### config.mk
export PLATFORM = sky130hd
export DESIGN_NAME = ddc_cfg_bank
export DESIGN_NICKNAME = d
export VERILOG_FILES = /design/src/rtl/ddc_cfg_pkg.sv /design/src/rtl/ddc_addr_dec.sv /design/src/rtl/ddc_chan_regs.sv /design/src/rtl/ddc_cap_rd.sv /design/src/rtl/ddc_cfg_bank.sv
export SDC_FILE = /design/constraint.sdc
export NUM_CORES = 1
export LEC_CHECK = 0
export ABC_CLOCK_PERIOD_IN_PS = 3000
export BUFFER_PORTS_ARGS = -buffer_cell sky130_fd_sc_hd__clkbuf_2
export CORE_MARGIN = 5
export CORE_UTILIZATION = 40
export DETAILED_ROUTE_END_ITERATION = 8
export GPL_TIMING_DRIVEN = 0
export PLACE_DENSITY = 0.67
export SETUP_SLACK_MARGIN = 0.15
export SLEW_MARGIN = 25
export SYNTH_ARGS = -nofsm -noshare
export SYNTH_HDL_FRONTEND = slang
export SYNTH_SLANG_ARGS = --single-unit
### constraint.sdc
create_clock -name clk -period 3 [get_ports clk]
set_clock_uncertainty 0.1 [all_clocks]
set_input_delay 0.15 -clock clk [delete_from_list [all_inputs] [get_ports clk]]
set_output_delay 0.15 -clock clk [all_outputs]
set_load 0.02 [all_outputs]
### src/rtl/ddc_cfg_pkg.sv
package ddc_cfg_pkg;
  localparam int BANK_BITS = 11;
  localparam logic [7:0] IDX_N     = 8'd128;
  localparam logic [7:0] IDX_M     = 8'd129;
  localparam logic [7:0] IDX_FREQ  = 8'd132;
  localparam logic [7:0] IDX_SCALE = 8'd133;
  localparam logic [7:0] IDX_DECIM = 8'd134;
  localparam logic [7:0] IDX_TINC  = 8'd137;

  // halfband field of the decimation word, clamped to the stages present
  function automatic int unsigned hb_field(input logic [31:0] w, input int unsigned stages);
    int unsigned req;
    req = int'(w[31:8]);
    return (req > stages) ? stages : req;
  endfunction

  // word index of an in-bank offset, or 0 when misaligned
  function automatic logic [7:0] word_idx(input logic [BANK_BITS-1:0] off);
    return (off[2:0] == 3'd0) ? off[BANK_BITS-1:3] : 8'd0;
  endfunction
endpackage

### src/rtl/ddc_addr_dec.sv
module ddc_addr_dec #(
  parameter int NUM_CH = 2,
  parameter int ADDR_W = 12
) (
  input  logic              wr_en,
  input  logic [ADDR_W-1:0] wr_addr,
  output logic [NUM_CH-1:0] hit_n,
  output logic [NUM_CH-1:0] hit_m,
  output logic [NUM_CH-1:0] hit_freq,
  output logic [NUM_CH-1:0] hit_scale,
  output logic [NUM_CH-1:0] hit_decim,
  output logic [NUM_CH-1:0] hit_tinc
);
  import ddc_cfg_pkg::*;
  localparam int SEL_W = ADDR_W - BANK_BITS;

  logic [7:0]       idx;
  logic [SEL_W-1:0] sel;
  assign idx = word_idx(wr_addr[BANK_BITS-1:0]);
  assign sel = wr_addr[ADDR_W-1:BANK_BITS];

  for (genvar c = 0; c < NUM_CH; c++) begin : g_ch
    logic mine;
    assign mine         = wr_en && (sel == SEL_W'(c));
    assign hit_n[c]     = mine && (idx == IDX_N);
    assign hit_m[c]     = mine && (idx == IDX_M);
    assign hit_freq[c]  = mine && (idx == IDX_FREQ);
    assign hit_scale[c] = mine && (idx == IDX_SCALE);
    assign hit_decim[c] = mine && (idx == IDX_DECIM);
    assign hit_tinc[c]  = mine && (idx == IDX_TINC);
  end
endmodule

### src/rtl/ddc_chan_regs.sv
module ddc_chan_regs #(
  parameter int HB_STAGES = 3,
  parameter int HB_W      = 2,
  parameter int TS_W      = 64
) (
  input  logic            clk,
  input  logic            rst_n,
  input  logic [31:0]     wdata,
  input  logic            timed,
  input  logic [TS_W-1:0] cmd_time,
  input  logic [TS_W-1:0] now_time,
  input  logic            hit_n,
  input  logic            hit_m,
  input  logic            hit_freq,
  input  logic            hit_scale,
  input  logic            hit_decim,
  input  logic            hit_tinc,
  output logic [HB_W-1:0] hb,
  output logic [7:0]      cic,
  output logic [31:0]     freq,
  output logic [31:0]     scale,
  output logic [31:0]     n_val,
  output logic [31:0]     m_val,
  output logic [31:0]     tinc,
  output logic            dec_stb,
  output logic            frq_stb
);
  import ddc_cfg_pkg::*;

  logic            pend;
  logic [31:0]     pend_val;
  logic [TS_W-1:0] pend_time;
  logic            due;
  assign due = pend && (now_time >= pend_time);

  always_ff @(posedge clk) begin
    if (!rst_n) begin
      hb <= '0; cic <= 8'd1; freq <= '0; scale <= '0;
      n_val <= 32'd1; m_val <= 32'd1; tinc <= '0;
      dec_stb <= 1'b0; frq_stb <= 1'b0;
      pend <= 1'b0; pend_val <= '0; pend_time <= '0;
    end else begin
      dec_stb <= hit_decim;
      frq_stb <= 1'b0;
      if (hit_n)     n_val <= wdata;
      if (hit_m)     m_val <= wdata;
      if (hit_scale) scale <= wdata;
      if (hit_tinc)  tinc  <= wdata;
      if (hit_decim) begin
        hb  <= HB_W'(hb_field(wdata, HB_STAGES));
        cic <= wdata[7:0];
      end
      if (hit_freq) begin
        if (timed) begin
          pend      <= 1'b1;
          pend_val  <= wdata;
          pend_time <= cmd_time;
        end else begin
          pend    <= 1'b0;
          freq    <= wdata;
          frq_stb <= 1'b1;
        end
      end else if (due) begin
        pend    <= 1'b0;
        freq    <= pend_val;
        frq_stb <= 1'b1;
      end
    end
  end
endmodule

### src/rtl/ddc_cap_rd.sv
module ddc_cap_rd #(
  parameter int          ADDR_W    = 12,
  parameter int          HB_STAGES = 3,
  parameter int          CIC_MAX   = 128,
  parameter logic [31:0] COMPAT    = 32'h0000_0001
) (
  input  logic              clk,
  input  logic              rst_n,
  input  logic              rd_en,
  input  logic [ADDR_W-1:0] rd_addr,
  output logic [31:0]       rd_data,
  output logic              rd_valid
);
  import ddc_cfg_pkg::*;
  logic [BANK_BITS-1:0] off;
  logic [31:0]          word;
  assign off = rd_addr[BANK_BITS-1:0];

  always_comb begin
    case (off)
      BANK_BITS'(0):  word = COMPAT;
      BANK_BITS'(8):  word = 32'(HB_STAGES);
      BANK_BITS'(16): word = 32'(CIC_MAX);
      default:        word = '0;
    endcase
  end

  always_ff @(posedge clk) begin
    if (!rst_n) begin
      rd_data  <= '0;
      rd_valid <= 1'b0;
    end else begin
      rd_valid <= rd_en;
      if (rd_en) rd_data <= word;
    end
  end
endmodule

### src/rtl/ddc_cfg_bank.sv
module ddc_cfg_bank #(
  parameter int          NUM_CH    = 2,
  parameter int          HB_STAGES = 3,
  parameter int          CIC_MAX   = 128,
  parameter int          TS_W      = 64,
  parameter logic [31:0] COMPAT    = 32'h0000_0001,
  localparam int         CH_W      = (NUM_CH > 1) ? $clog2(NUM_CH) : 1,
  localparam int         ADDR_W    = 11 + CH_W,
  localparam int         HB_W      = $clog2(HB_STAGES + 1)
) (
  input  logic                   clk,
  input  logic                   rst_n,
  input  logic                   wr_en,
  input  logic [ADDR_W-1:0]      wr_addr,
  input  logic [31:0]            wr_data,
  input  logic                   wr_timed,
  input  logic [TS_W-1:0]        wr_time,
  input  logic [TS_W-1:0]        now_time,
  input  logic                   rd_en,
  input  logic [ADDR_W-1:0]      rd_addr,
  output logic [31:0]            rd_data,
  output logic                   rd_valid,
  output logic [NUM_CH*HB_W-1:0] hb_count,
  output logic [NUM_CH*8-1:0]    cic_ratio,
  output logic [NUM_CH*32-1:0]   freq_word,
  output logic [NUM_CH*32-1:0]   iq_scale,
  output logic [NUM_CH*32-1:0]   rate_n,
  output logic [NUM_CH*32-1:0]   rate_m,
  output logic [NUM_CH*32-1:0]   time_incr,
  output logic [NUM_CH-1:0]      decim_stb,
  output logic [NUM_CH-1:0]      freq_stb
);
  logic [NUM_CH-1:0] hit_n, hit_m, hit_freq, hit_scale, hit_decim, hit_tinc;

  ddc_addr_dec #(.NUM_CH(NUM_CH), .ADDR_W(ADDR_W)) u_dec (
    .wr_en(wr_en), .wr_addr(wr_addr),
    .hit_n(hit_n), .hit_m(hit_m), .hit_freq(hit_freq),
    .hit_scale(hit_scale), .hit_decim(hit_decim), .hit_tinc(hit_tinc)
  );

  for (genvar c = 0; c < NUM_CH; c++) begin : g_bank
    ddc_chan_regs #(.HB_STAGES(HB_STAGES), .HB_W(HB_W), .TS_W(TS_W)) u_regs (
      .clk(clk), .rst_n(rst_n), .wdata(wr_data), .timed(wr_timed),
      .cmd_time(wr_time), .now_time(now_time),
      .hit_n(hit_n[c]), .hit_m(hit_m[c]), .hit_freq(hit_freq[c]),
      .hit_scale(hit_scale[c]), .hit_decim(hit_decim[c]), .hit_tinc(hit_tinc[c]),
      .hb(hb_count[c*HB_W +: HB_W]), .cic(cic_ratio[c*8 +: 8]),
      .freq(freq_word[c*32 +: 32]), .scale(iq_scale[c*32 +: 32]),
      .n_val(rate_n[c*32 +: 32]), .m_val(rate_m[c*32 +: 32]),
      .tinc(time_incr[c*32 +: 32]),
      .dec_stb(decim_stb[c]), .frq_stb(freq_stb[c])
    );
  end

  ddc_cap_rd #(.ADDR_W(ADDR_W), .HB_STAGES(HB_STAGES), .CIC_MAX(CIC_MAX),
               .COMPAT(COMPAT)) u_cap (
    .clk(clk), .rst_n(rst_n), .rd_en(rd_en), .rd_addr(rd_addr),
    .rd_data(rd_data), .rd_valid(rd_valid)
  );
endmodule

Word-level counts from Yosys, hierarchy flattened
Index checks and enable logic that the tools add are counted.

Flip-flop bits (word level): 571. Input bits: 189. Output and inout bits: 377. Logic and storage cells: 82.

$lt $le $gt $ge: 3. Equality and inequality tests: 10. Mux-type cells: 18. Bitwise operators: 1. Reduce and logical (&&, ||, !) cells: 24.

Operators by type and width (number): 2-to-1 mux 32 bit (5); greater-or-equal comparator 64 bit (2); equality test 8 bit (second input constant) (6); > comparator 24 x 2 -> 1 bit (second input constant) (1); one-hot mux 8 bit (3 select lines) (1); logical AND 1 bit (16); equality test 11 x 4 -> 1 bit (second input constant) (1); equality test 11 x 5 -> 1 bit (second input constant) (1); logical NOT 11 bit (1); 2-to-1 mux 1 bit (10); 2-to-1 mux 8 bit (1); AND reduction 2 bit (4); inequality test 2 bit (second input constant) (2); nonzero test 2 bit (2); logical NOT 3 bit (1); 2-to-1 mux 2 bit (1); inverter 1 bit (1).

Longest topological paths before layout
Gate-level depths: netlist (run 1).

Depth in word-level cells: 6. Gate-level depth with buffers: 11. Mapped depth without buffers: 9.

Hierarchy
A second synthesis (run 1) with hierarchy kept.

Cells, all modules: 2647. Area, all modules: 24643.6 um^2.

Modules (own cells, without submodules): ddc_chan_regs (instances 2, cells an instance 1284, area an instance 11980.2 um^2, sequential area each 5385.2 um^2); ddc_cap_rd (instances 1, cells an instance 48, area an instance 382.9 um^2, sequential area each 80.1 um^2); ddc_addr_dec (instances 1, cells an instance 31, area an instance 300.3 um^2, sequential area each 0.0 um^2).

Least setup slack after synthesis (run 1)
Ideal clock, no wire load.

Kind: register to register. Start point: register g_bank[0].u_regs.pend_time[41]. End point: register g_bank[0].u_regs.freq[10]. Setup time: 0.119 ns. Data arrival time: 2.457 ns. Data required time: 2.781 ns. Slack: 0.325 ns. Cell stages (with the launch flop): 12. Buffers on the path: 2. Clock period less this slack: 2.675 ns. Cell sequence: dfxtp_1 > inv_1 > ha_1 > a21o_1 > a221o_1 > a221o_1 > a222oi_1 > o211a_1 > buf_6 > nor2_8 > buf_6 > o221a_1.

Word-level cells in the longest chain between the ends: 4.

RTL lines: start: declaration (line ddc_chan_regs.sv:32) `logic [TS_W-1:0] pend_time;`; start signal: assignment (line ddc_chan_regs.sv:57) `pend_time <= cmd_time;`; greater-or-equal comparator 64 bit (line ddc_chan_regs.sv:34) `assign due = pend && (now_time >= pend_time);`; logical AND 1 bit (line ddc_chan_regs.sv:34); nonzero test 2 bit (no line); AND reduction 2 bit (no line); end signal: assignment (line ddc_chan_regs.sv:60) `freq <= wdata;`; end signal: assignment (line ddc_chan_regs.sv:65) `freq <= pend_val;`; end: declaration (line ddc_chan_regs.sv:20) `output logic [31:0] freq,`.

No other way between the ends. A chain may end at the register's enable or synchronous reset.

Worst setup path in the final report (run 1)
Start point: register g_bank[0].u_regs.pend_time[41]. End point: register g_bank[0].u_regs.freq[26].

The elaborated chain is that of the path after synthesis.

==> results of run 1 <==
==> synth_stat cells, types with 2 or more instances <==
cell type	number	area share
nand2_1	934	0.14
dfxtp_1	542	0.44
a21boi_1	231	0.071
a21boi_0	215	0.066
clkbuf_1	198	0.030
inv_1	132	0.020
ha_1	128	0.065
a21oi_1	106	0.022
nor3b_1	65	0.020
o221a_1	64	0.029
nor2_1	55	0.0084
buf_4	33	0.010
nand4_1	21	0.0054
buf_2	18	0.0037
nand3_1	18	0.0037
mux2i_1	17	0.0070
nor2b_1	17	0.0043
o21ai_0	16	0.0033
and2_1	12	0.0031
a221o_1	11	0.0045
and4_1	10	0.0036
a21o_1	9	0.0028
buf_6	8	0.0037
nor4_1	8	0.0020
nor3_1	7	0.0014
o211a_1	6	0.0025
o21a_1	6	0.0018
and3_1	4	0.0010
buf_1	4	0.00061
or2_1	4	0.0010
a2111oi_0	3	0.0011
a211oi_1	3	0.00092
nand2b_1	3	0.00077
or3_1	3	0.00077
or4_1	3	0.00092
a222oi_1	2	0.00082
a22o_1	2	0.00072
nor2_8	2	0.0016
nor3_2	2	0.00082
o2111ai_1	2	0.00072
o211ai_1	2	0.00061
o21ai_2	2	0.00072
or4_4	2	0.00092
or4bb_1	2	0.00092
==> cell usage in the layout, fill, tap and decap left out, types with 21 or more instances in the layout <==
cell and instances:
buf_4 53, clkbuf_16 58, a21oi_1 106, dfxtp_1 526
clkbuf_1 206, a21boi_1 231, conb_1 29, ha_1 112
a21boi_0 214, o221a_1 64, inv_1 124, nand2_1 934
nor2_1 54, clkbuf_2 536, dlygate4sd3_1 109, nand4_1 21
nor3b_1 65
==> critical path, stage by stage (launching register included) <==
cell and delay [ns]:
dfxtp_2 0.33, inv_2 0.04, ha_4 0.21, a21o_1 0.18
a221o_1 0.31, a221o_1 0.39, a222oi_1 0.47, o211a_4 0.26
buf_6 0.13, nor2_8 0.05, buf_12 0.14, buf_12 0.14
o221a_1 0.23
==> final cells by class <==
cell class / count / area share
Antenna cell: 16 / 0.00125
Buffer: 261 / 0.0388
Clock buffer: 80 / 0.0511
Clock inverter: 28 / 0.0135
Inverter: 132 / 0.0154
Multi-Input combinational cell: 2033 / 0.385
Sequential cell: 542 / 0.338
Tap cell: 782 / 0.0305
Timing Repair Buffer: 670 / 0.126
==> power by group through the flow <==
stage                     sequential [mW]  clock, mW  combinational, mW
after floorplan                      7.36          0              0.489
after global placement               7.36          0              0.941
after detailed placement             7.36          0              0.947
after CTS                            7.20       7.82               1.10
after global routing                 7.19       8.09               1.21
final                                7.20       7.71               1.13
==> final timing paths <==
kind | from | to | slack, ns | cells after the start
min reg2reg | g_bank[1].u_regs.pend_time[37]$_SDFFE_PN0P_ | g_bank[1].u_regs.pend_time[37]$_SDFFE_PN0P_ | 0.35 | 2
min | wr_addr[5] | g_bank[1].u_regs.scale[1]$_SDFFE_PN0P_ | 0.0005 | 5
max reg2reg | g_bank[0].u_regs.pend_time[41]$_SDFFE_PN0P_ | g_bank[0].u_regs.freq[26]$_SDFFE_PN0P_ | -0.11 | 12
max | g_bank[0].u_regs.pend_time[41]$_SDFFE_PN0P_ | g_bank[0].u_regs.freq[26]$_SDFFE_PN0P_ | -0.11 | 12
==> repair_timing <==
action | 4_1_cts | 5_1_grt
pin swaps | 21 | 17
hold buffers | 109 | 0
gates resized for setup | 60 | 29
gates cloned | 4 | 0
buffers inserted | 19 | 4
setup endpoints to repair | 102 | 85
hold endpoints to repair | 205 | 0
==> routing by layer <==
metal / vias to the layer above / track usage / share of wire
li1: 11278 / - / -
met2: 866 / 0.466 / 0.47
met4: 4 / 0.0936 / 0.036
met5: - / 0 / 0.00035
met1: 11102 / 0.340 / 0.41
met3: 190 / 0.0759 / 0.080
==> stage by stage <==
step / hold WS, ns / setup TNS (ns) / power, mW / cells
floorplan: 0.171 / 0 / 7.85 / 2968
global placement: 0.290 / -85.84 / 8.30 / 4284
detailed placement: 0.294 / -94.00 / 8.31 / 4284
CTS: 0.00579 / -3.52 / 16.1 / 4524
global route: 0.0463 / -5.85 / 16.5 / 4542
finish: 0.000458 / -2.80 / 16.0 / 4544
==> cells by family after synthesis <==
logic type | Yosys count
flip-flops | 542
multiplexers | 17
AO/OA/AOI/OAI | 681
AND/OR/NAND/NOR | 1178
adder cells (fa/ha/maj) | 128
buffers and inverters | 393
other | 1
==> state kept, by name, indices dropped and copies added, names as in the netlist, 3 cells and up <==
name                     flops
g_bank.u_regs.tinc          64
u_cap.rd_data                3
g_bank.u_regs.m_val         64
g_bank.u_regs.hb             4
g_bank.u_regs.n_val         64
g_bank.u_regs.freq          64
g_bank.u_regs.pend_time    128
g_bank.u_regs.pend_val      64
g_bank.u_regs.cic           16
g_bank.u_regs.scale         64
==> reports/metrics.yaml, run 1 <==
grt_overflow: 0
portBuffers: 534
violations: "negative setup slack"
setup_viol_count_final: 33
numCtsBuffers: 57
tightest_slew_ns: 1.09
status: "finished with violations"
synth_area_sq_um: 24500
initialDrtViolationCount: 1491
share_comb_of_total_power: 0.070
nets: 4014
wl_mm: 96.0
clock_sinks: 542
crit_required_ns: 3.41
synth_compound_area_frac: 0.209
via_count: 23440
peakVddDrop_v: 0.000466
grt_usage: 0.275
slew_viol_final: 0
p_leak_nw: 12.4
die_h_um: 257
netlist-cell-type-count: 52
grt_max_degree: 18
worstPathMaxFanout: 10
wl_per_cell_um: 21.1
syn_avg_cell_area_sq_um: 8.32
period_share: 1.04
yosys.area_share.simple: 0.207
synth_edf_count: 0
cts_tree: "built"
rsz0062_at_grt: "true"
maxSlewHeadroom: 0.273
via_per_inst: 5.16
fillers: 5664
fin_crit_ns: 3.11
seq_area_sq_um: 10900
intPower_mw: 12.2
endpoint_kind: "register"
post-dp-hpwl_mm: 72.9
clk_pin_slew_ns: 0.07
p_sw_mw: 3.82
drtAntennaViolNets: 0
cap_viol_max_count: 0
synth_mux_area_frac: 0.00695
first_global_vias: 22713
min_path_type: "primary input to register"
die_area_sq_um: 66200
startpoint_type: "register"
arrival_ns: 3.52
synthAdderAreaFrac: 0.0655
syn_inst: 2940
powerDensity_nw_per_um2: 499
drive_gt1_frac: 0.210
grt_pass1_wl_mm: 142
cts.path.max_buffers: 3
rows: 90
max_freq_mhz: 322
synthArstFlopShare: 0
first_pass_iters: 6
clk_latency_ns: 0.63
multiInputGateArea_sq_um: 12400
synth-xor-area-share: 0
post-place-ws_ns: -0.642
ys_ff_latch: 542
ys_warn_count: 0
hold_viol_final: 0
area_growth_pct: 31.3
drc: 0
clockRootBuffer: "clkbuf_16"
ys_seq_area_frac: 0.443
pwr-share-clk: 0.481
synth_top_family_by_area: "compound AO/OA/AOI/OAI gates"
postLayoutCellArea_sq_um: 32100
worst_slack_ns: -0.108
place_congestion: 0.882
initial_core_util: 0.405
place_area_sq_um: 28200
ios: 566
final_core_util: 0.531
die_w_um: 257
antenna_found_initial: 22
p_seq_frac: 0.449
crit_type: "register to register"
cts_max_level: 2
core_sq_um: 60500
switching_share: 0.238
ys.flop_type: "dfxtp_1"
(Power assumes the default switching activity.)
==> run 2: changes to the inputs <==
--- a/config.mk
+++ b/config.mk
@@ -12,6 +12,7 @@
 export DETAILED_ROUTE_END_ITERATION = 8
 export GPL_TIMING_DRIVEN = 0
 export PLACE_DENSITY = 0.67
+export REMOVE_ABC_BUFFERS = 1
 export SETUP_SLACK_MARGIN = 0.15
 export SLEW_MARGIN = 25
 export SYNTH_ARGS = -nofsm -noshare
==> run 2 against run 1 <==
Against the previous run:
- the run still ends with negative setup slack left
- clock power decreased by 2%
- worst hold slack improved by 0.0089 ns
- via count decreased by 3.5%
- core utilization about the same
- largest power group unchanged
==> reports/metrics.yaml, run 2 (synthesis results as in run 1) <==
clock_sinks: 542
via_count: 22615
cpMostUsedCell: "a221o_1"
grt_overflow: 0
drive_gt1_frac: 0.231
crit_buf_inv: 4
period_share: 1.04
arrival_ns: 3.53
first_pass_iters: 5
crit_required_ns: 3.43
largest_register_ffs: 128
peakVddDrop_v: 0.000518
first_global_vias: 21596
final_cell_mix: "nand2_1, clkbuf_2, dfxtp_1"
drtAntennaViolNets: 0
maxSlewHeadroom: 0.468
wl_per_cell_um: 21.0
initialDrtViolationCount: 1594
final_common_cell: "nand2_1"
clk_latency_ns: 0.62
setup_viol_count_final: 39
die_area_sq_um: 66200
cts_max_level: 2
drc: 0
critPathMaxStageDelay_ns: 0.40
crit_type: "register to register"
status: "finished with violations"
numCtsBuffers: 58
wl_mm: 91.0
grt_max_degree: 128
fin_crit_ns: 3.11
tightest_slew_ns: 0.799
clk_pin_slew_ns: 0.06
post-place-ws_ns: -0.561
startpoint_type: "register"
cap_viol_max_count: 0
rsz0062_at_grt: "true"
hold_viol_final: 0
die_w_um: 257
nets: 3819
portBuffers: 535
antenna_found_initial: 1
endpoint_kind: "register"
ios: 566
path_delay_family: "compound AO/OA/AOI/OAI gates"
via_per_inst: 5.22
cts.path.max_buffers: 3
max_freq_mhz: 322
violations: "negative setup slack"
place_congestion: 0.861
area_growth_pct: 31.3
largest_register: "g_bank.u_regs.pend_time"
fillers: 5620
cts_tree: "built"
slew_viol_final: 0
die_h_um: 257
slowest_stage: "a222oi_1"
worstPathMaxFanout: 8
powerDensity_nw_per_um2: 492
post-dp-hpwl_mm: 58.5
min_path_type: "primary input to register"
clockRootBuffer: "clkbuf_16"
initial_core_util: 0.405
p_leak_nw: 12.4
total_power_mw: 15.8
grt_pass1_wl_mm: 135
crit_chain: "inv_1, ha_4, a21o_1, a221o_1, a221o_1, a222oi_1, buf_4, o211a_4, nor2_8, buf_12, buf_16, o221a_1"
rows: 90
final_core_util: 0.531
grt_usage: 0.260
worst_slack_ns: -0.106
core_sq_um: 60500
## run 2: cell count changes in the layout (fill, tap and decap cells not counted), moves of 9 or more
cell / delta
buf_2: -13
nor2_1: -9
clkbuf_1: -195
buf_12: +27
buf_4: -18
nor2_4: +10
buf_16: +13
diode_2: -15
## run 2: timing repair
action                                  in CTS  in global routing
hold endpoints to repair                   462                  0
pin swaps                                   38                 16
setup buffers                               38                  7
endpoints found under the setup margin      68                 71
hold buffers                               108                  0
cloned                                      10                  0
gates resized for setup                     51                 28
## run 2: cell type report
class,instances,area (sq um),area share
Sequential cell,542,10900,0.338
Timing Repair Buffer,730,5150,0.160
Tap cell,782,978,0.0305
Inverter,132,495,0.0154
Clock inverter,28,370,0.0115
Multi-Input combinational cell,2038,12600,0.392
Clock buffer,81,1660,0.0516
Antenna cell,1,2.50,0.0000779
## run 2: path summary, 6_finish.rpt
path	cells past startpoint	startpoint	end	slack [ns]
worst min-delay path	6	wr_addr[2]	g_bank[0].u_regs.scale[8]$_SDFFE_PN0P_	0.009
worst max register to register	12	g_bank[1].u_regs.pend_time[41]$_SDFFE_PN0P_	g_bank[1].u_regs.freq[18]$_SDFFE_PN0P_	-0.11
worst min register to register	2	g_bank[1].u_regs.pend_time[56]$_SDFFE_PN0P_	g_bank[1].u_regs.pend_time[56]$_SDFFE_PN0P_	0.35
worst max-delay path	12	g_bank[1].u_regs.pend_time[41]$_SDFFE_PN0P_	g_bank[1].u_regs.freq[18]$_SDFFE_PN0P_	-0.11
## run 2: worst min-delay path: cells and delay by family
kind,cells,cell delay (ns)
buffers and inverters,1,0.09
AND/OR/NAND/NOR,4,0.39
AO/OA/AOI/OAI,1,0.05
## run 2: metrics by stage
| step | hold slack [ns] | cells | area (sq um) | setup TNS (ns) |
|---|---|---|---|---|
| 3_3_place_gp | 0.290 | 4024 | 27000 | -2640.33 |
| 3_5_place_dp | 0.291 | 4061 | 27900 | -52.39 |
| 4_1_cts | 0.000999 | 4326 | 31900 | -0.0271 |
| 2_1_floorplan | 0.112 | 2707 | 23400 | -375.01 |
| 6_report | 0.00931 | 4334 | 32100 | -2.74 |
| 5_1_grt | 0.0534 | 4334 | 32100 | -8.00 |
## run 2: report_power, final
| part | internal, mW | total (mW) | switching [mW] |
|---|---|---|---|
| clock network | 4.40 | 7.54 | 3.14 |
| registers | 7.20 | 7.20 | 0.00121 |
| logic | 0.457 | 1.05 | 0.591 |
## run 2: layer usage
metal | wire length, um | up-vias | GRT usage
met4 | 3480 | 0 | 0.0982
met1 | 38500 | 10804 | 0.336
met5 | 0 | - | 0
li1 | - | 10874 | -
met2 | 42600 | 766 | 0.428
met3 | 6390 | 171 | 0.0562
==> run 3: changes to the inputs <==
--- a/config.mk
+++ b/config.mk
@@ -8,10 +8,10 @@
 export ABC_CLOCK_PERIOD_IN_PS = 3000
 export BUFFER_PORTS_ARGS = -buffer_cell sky130_fd_sc_hd__clkbuf_2
 export CORE_MARGIN = 5
-export CORE_UTILIZATION = 40
+export CORE_UTILIZATION = 30
 export DETAILED_ROUTE_END_ITERATION = 8
-export GPL_TIMING_DRIVEN = 0
-export PLACE_DENSITY = 0.67
+export GPL_TIMING_DRIVEN = 1
+export PLACE_DENSITY = 0.55
 export REMOVE_ABC_BUFFERS = 1
 export SETUP_SLACK_MARGIN = 0.15
 export SLEW_MARGIN = 25
==> run 3 against run 2 <==
Against the previous run:
- the run now ends clean
- clock power increased by 14%
- non-clock buffer count increased by 2
- register-to-register slack improved by 0.16 ns
- wire length increased by 4.8%
- setup slack improved by 0.16 ns
- fmax increased by 5.3%
- clock-buffer cell count increased by 16
- die area increased by 32%
- largest cell class unchanged
- sequential power about the same
- combinational power about the same
==> reports/metrics.yaml, run 3 (synthesis results as in run 1) <==
status: "complete, no violations"
whs_ns: 0.0630
use_met2: 0.341
portBuffers: 535
maxSlewHeadroom: 0.333
p_leak_nw: 12.4
startpoint_type: "register"
grt_usage: 0.207
crit_type: "register to register"
drtAntennaViolNets: 0
max_freq_mhz: 339
grt.busiest_layer: "met2"
crit_required_ns: 3.38
via_count: 22198
rows: 104
final_common_cell: "nand2_1"
grt_overflow: 0
slowest_stage: "a221o_1"
slew_viol_final: 0
critPathMaxStageDelay_ns: 0.36
first_global_vias: 21807
drc: 0
initialDrtViolationCount: 1297
ios: 566
powerDensity_nw_per_um2: 520
tightest_slew_ns: 1.00
hold_viol_final: 0
via_per_inst: 4.80
numCtsBuffers: 69
setup_viol_count_final: 0
wl_per_cell_um: 20.6
die_h_um: 296
die_area_sq_um: 87400
crit_chain: "inv_2, ha_4, a21o_1, a221o_1, a221o_1, a222oi_1, o211a_4, buf_12, nor2_8, buf_12, buf_12, o221a_1"
largest_register: "g_bank.u_regs.pend_time"
drive_gt1_frac: 0.236
cts_tree: "built"
place_congestion: 0.830
largest_register_ffs: 128
peakVddDrop_v: 0.000375
tns_ns: 0
clk_latency_ns: 0.63
endpoint_kind: "register"
final_cell_mix: "nand2_1, clkbuf_2, dfxtp_1"
clockRootBuffer: "clkbuf_16"
wl_mm: 95.4
antenna_found_initial: 6
initial_core_util: 0.303
postLayoutCellArea_sq_um: 32400
place_area_sq_um: 28300
core_sq_um: 80700
cpMostUsedCell: "buf_12"
clk_pin_slew_ns: 0.06
period_share: 0.983
cts_max_level: 3
nets: 3827
grt_max_degree: 169
use_met1: 0.256
post-dp-hpwl_mm: 64.0
cap_viol_max_count: 0
min_path_type: "primary input to register"
arrival_ns: 3.33
grt_pass1_wl_mm: 138
clock_sinks: 542
cts.path.max_buffers: 3
fillers: 8167
first_pass_iters: 5
area_growth_pct: 32.4
crit_buf_inv: 4
rsz0062_at_grt: "true"
die_w_um: 296
worstPathMaxFanout: 8
path_delay_family: "compound AO/OA/AOI/OAI gates"
fin_crit_ns: 2.95
final_core_util: 0.402
use_met3: 0.0553
run 3: cell types whose count changed in the layout (fill, tap and decap cells not counted), moves of 3 or more:
cell,previous run,this run
inv_2,8,11
nor2_4,10,7
clkinv_2,13,10
inv_1,124,121
dfxtp_2,16,25
buf_16,15,1
o211a_4,5,2
dfxtp_1,526,517
clkinvlp_4,6,3
buf_12,31,24
buf_4,35,59
clkbuf_16,59,73
run 3: final cells by class:
class                           instances  area, sq um  area share
Clock inverter                         25          384      0.0119
Inverter                              132          495      0.0153
Sequential cell                       542        10900       0.336
Tap cell                             1060         1330      0.0409
Multi-Input combinational cell       2033        12500       0.386
Timing Repair Buffer                  732         4830       0.149
Antenna cell                            3         7.51    0.000232
Clock buffer                           97         1980      0.0612
run 3: power breakdown:
part	internal [mW]	total, mW	switching [mW]	leakage (nW)
registers	7.20	7.20	0.00122	4.38
clock network	5.05	8.60	3.55	1.15
logic	0.455	1.04	0.580	6.87
total	12.7	16.8	4.13	12.4
run 3: path summary, 6_finish.rpt:
check / slack, ns / end / cells past startpoint / start
worst min register to register: 0.35 / g_bank[1].u_regs.pend_time[29]$_SDFFE_PN0P_ / 2 / g_bank[1].u_regs.pend_time[29]$_SDFFE_PN0P_
worst max register to register: 0.05 / g_bank[0].u_regs.freq[23]$_SDFFE_PN0P_ / 12 / g_bank[0].u_regs.pend_time[41]$_SDFFE_PN0P_
worst max-delay path: 0.05 / g_bank[0].u_regs.freq[23]$_SDFFE_PN0P_ / 12 / g_bank[0].u_regs.pend_time[41]$_SDFFE_PN0P_
worst min-delay path: 0.06 / g_bank[1].u_regs.tinc[0]$_SDFFE_PN0P_ / 5 / wr_addr[6]
run 3: timing repair:
item                                    in CTS  in global routing
cloned                                       2                  4
hold buffers                               106                  0
endpoints found under the hold margin      440                  0
resized for setup                           41                 42
buffers inserted                             5                  8
pin swaps                                   15                 26
endpoints found under the setup margin      66                 67
run 3: worst min-delay path, delay by kind of cell:
family	cells	cell delay, ns
AND/OR/NAND/NOR	3	0.35
buffers and inverters	1	0.16
AO/OA/AOI/OAI	1	0.07
run 3: per-layer routing:
layer  up-vias  share of wire
met5         -        0.00014
met4         2          0.045
met3       201          0.068
met2       649           0.46
met1     10467           0.42
li1      10879              -
run 3: per-stage QoR:
stage / worst slack (ns) / power, mW / instances
finish: 0.0501 / 16.8 / 4624
global route: -0.0415 / 17.4 / 4623
CTS: 0.0561 / 17.0 / 4609
detailed placement: -0.0565 / 8.24 / 4374
global placement: -0.0692 / 8.24 / 4374
floorplan: -1.82 / 7.69 / 2707
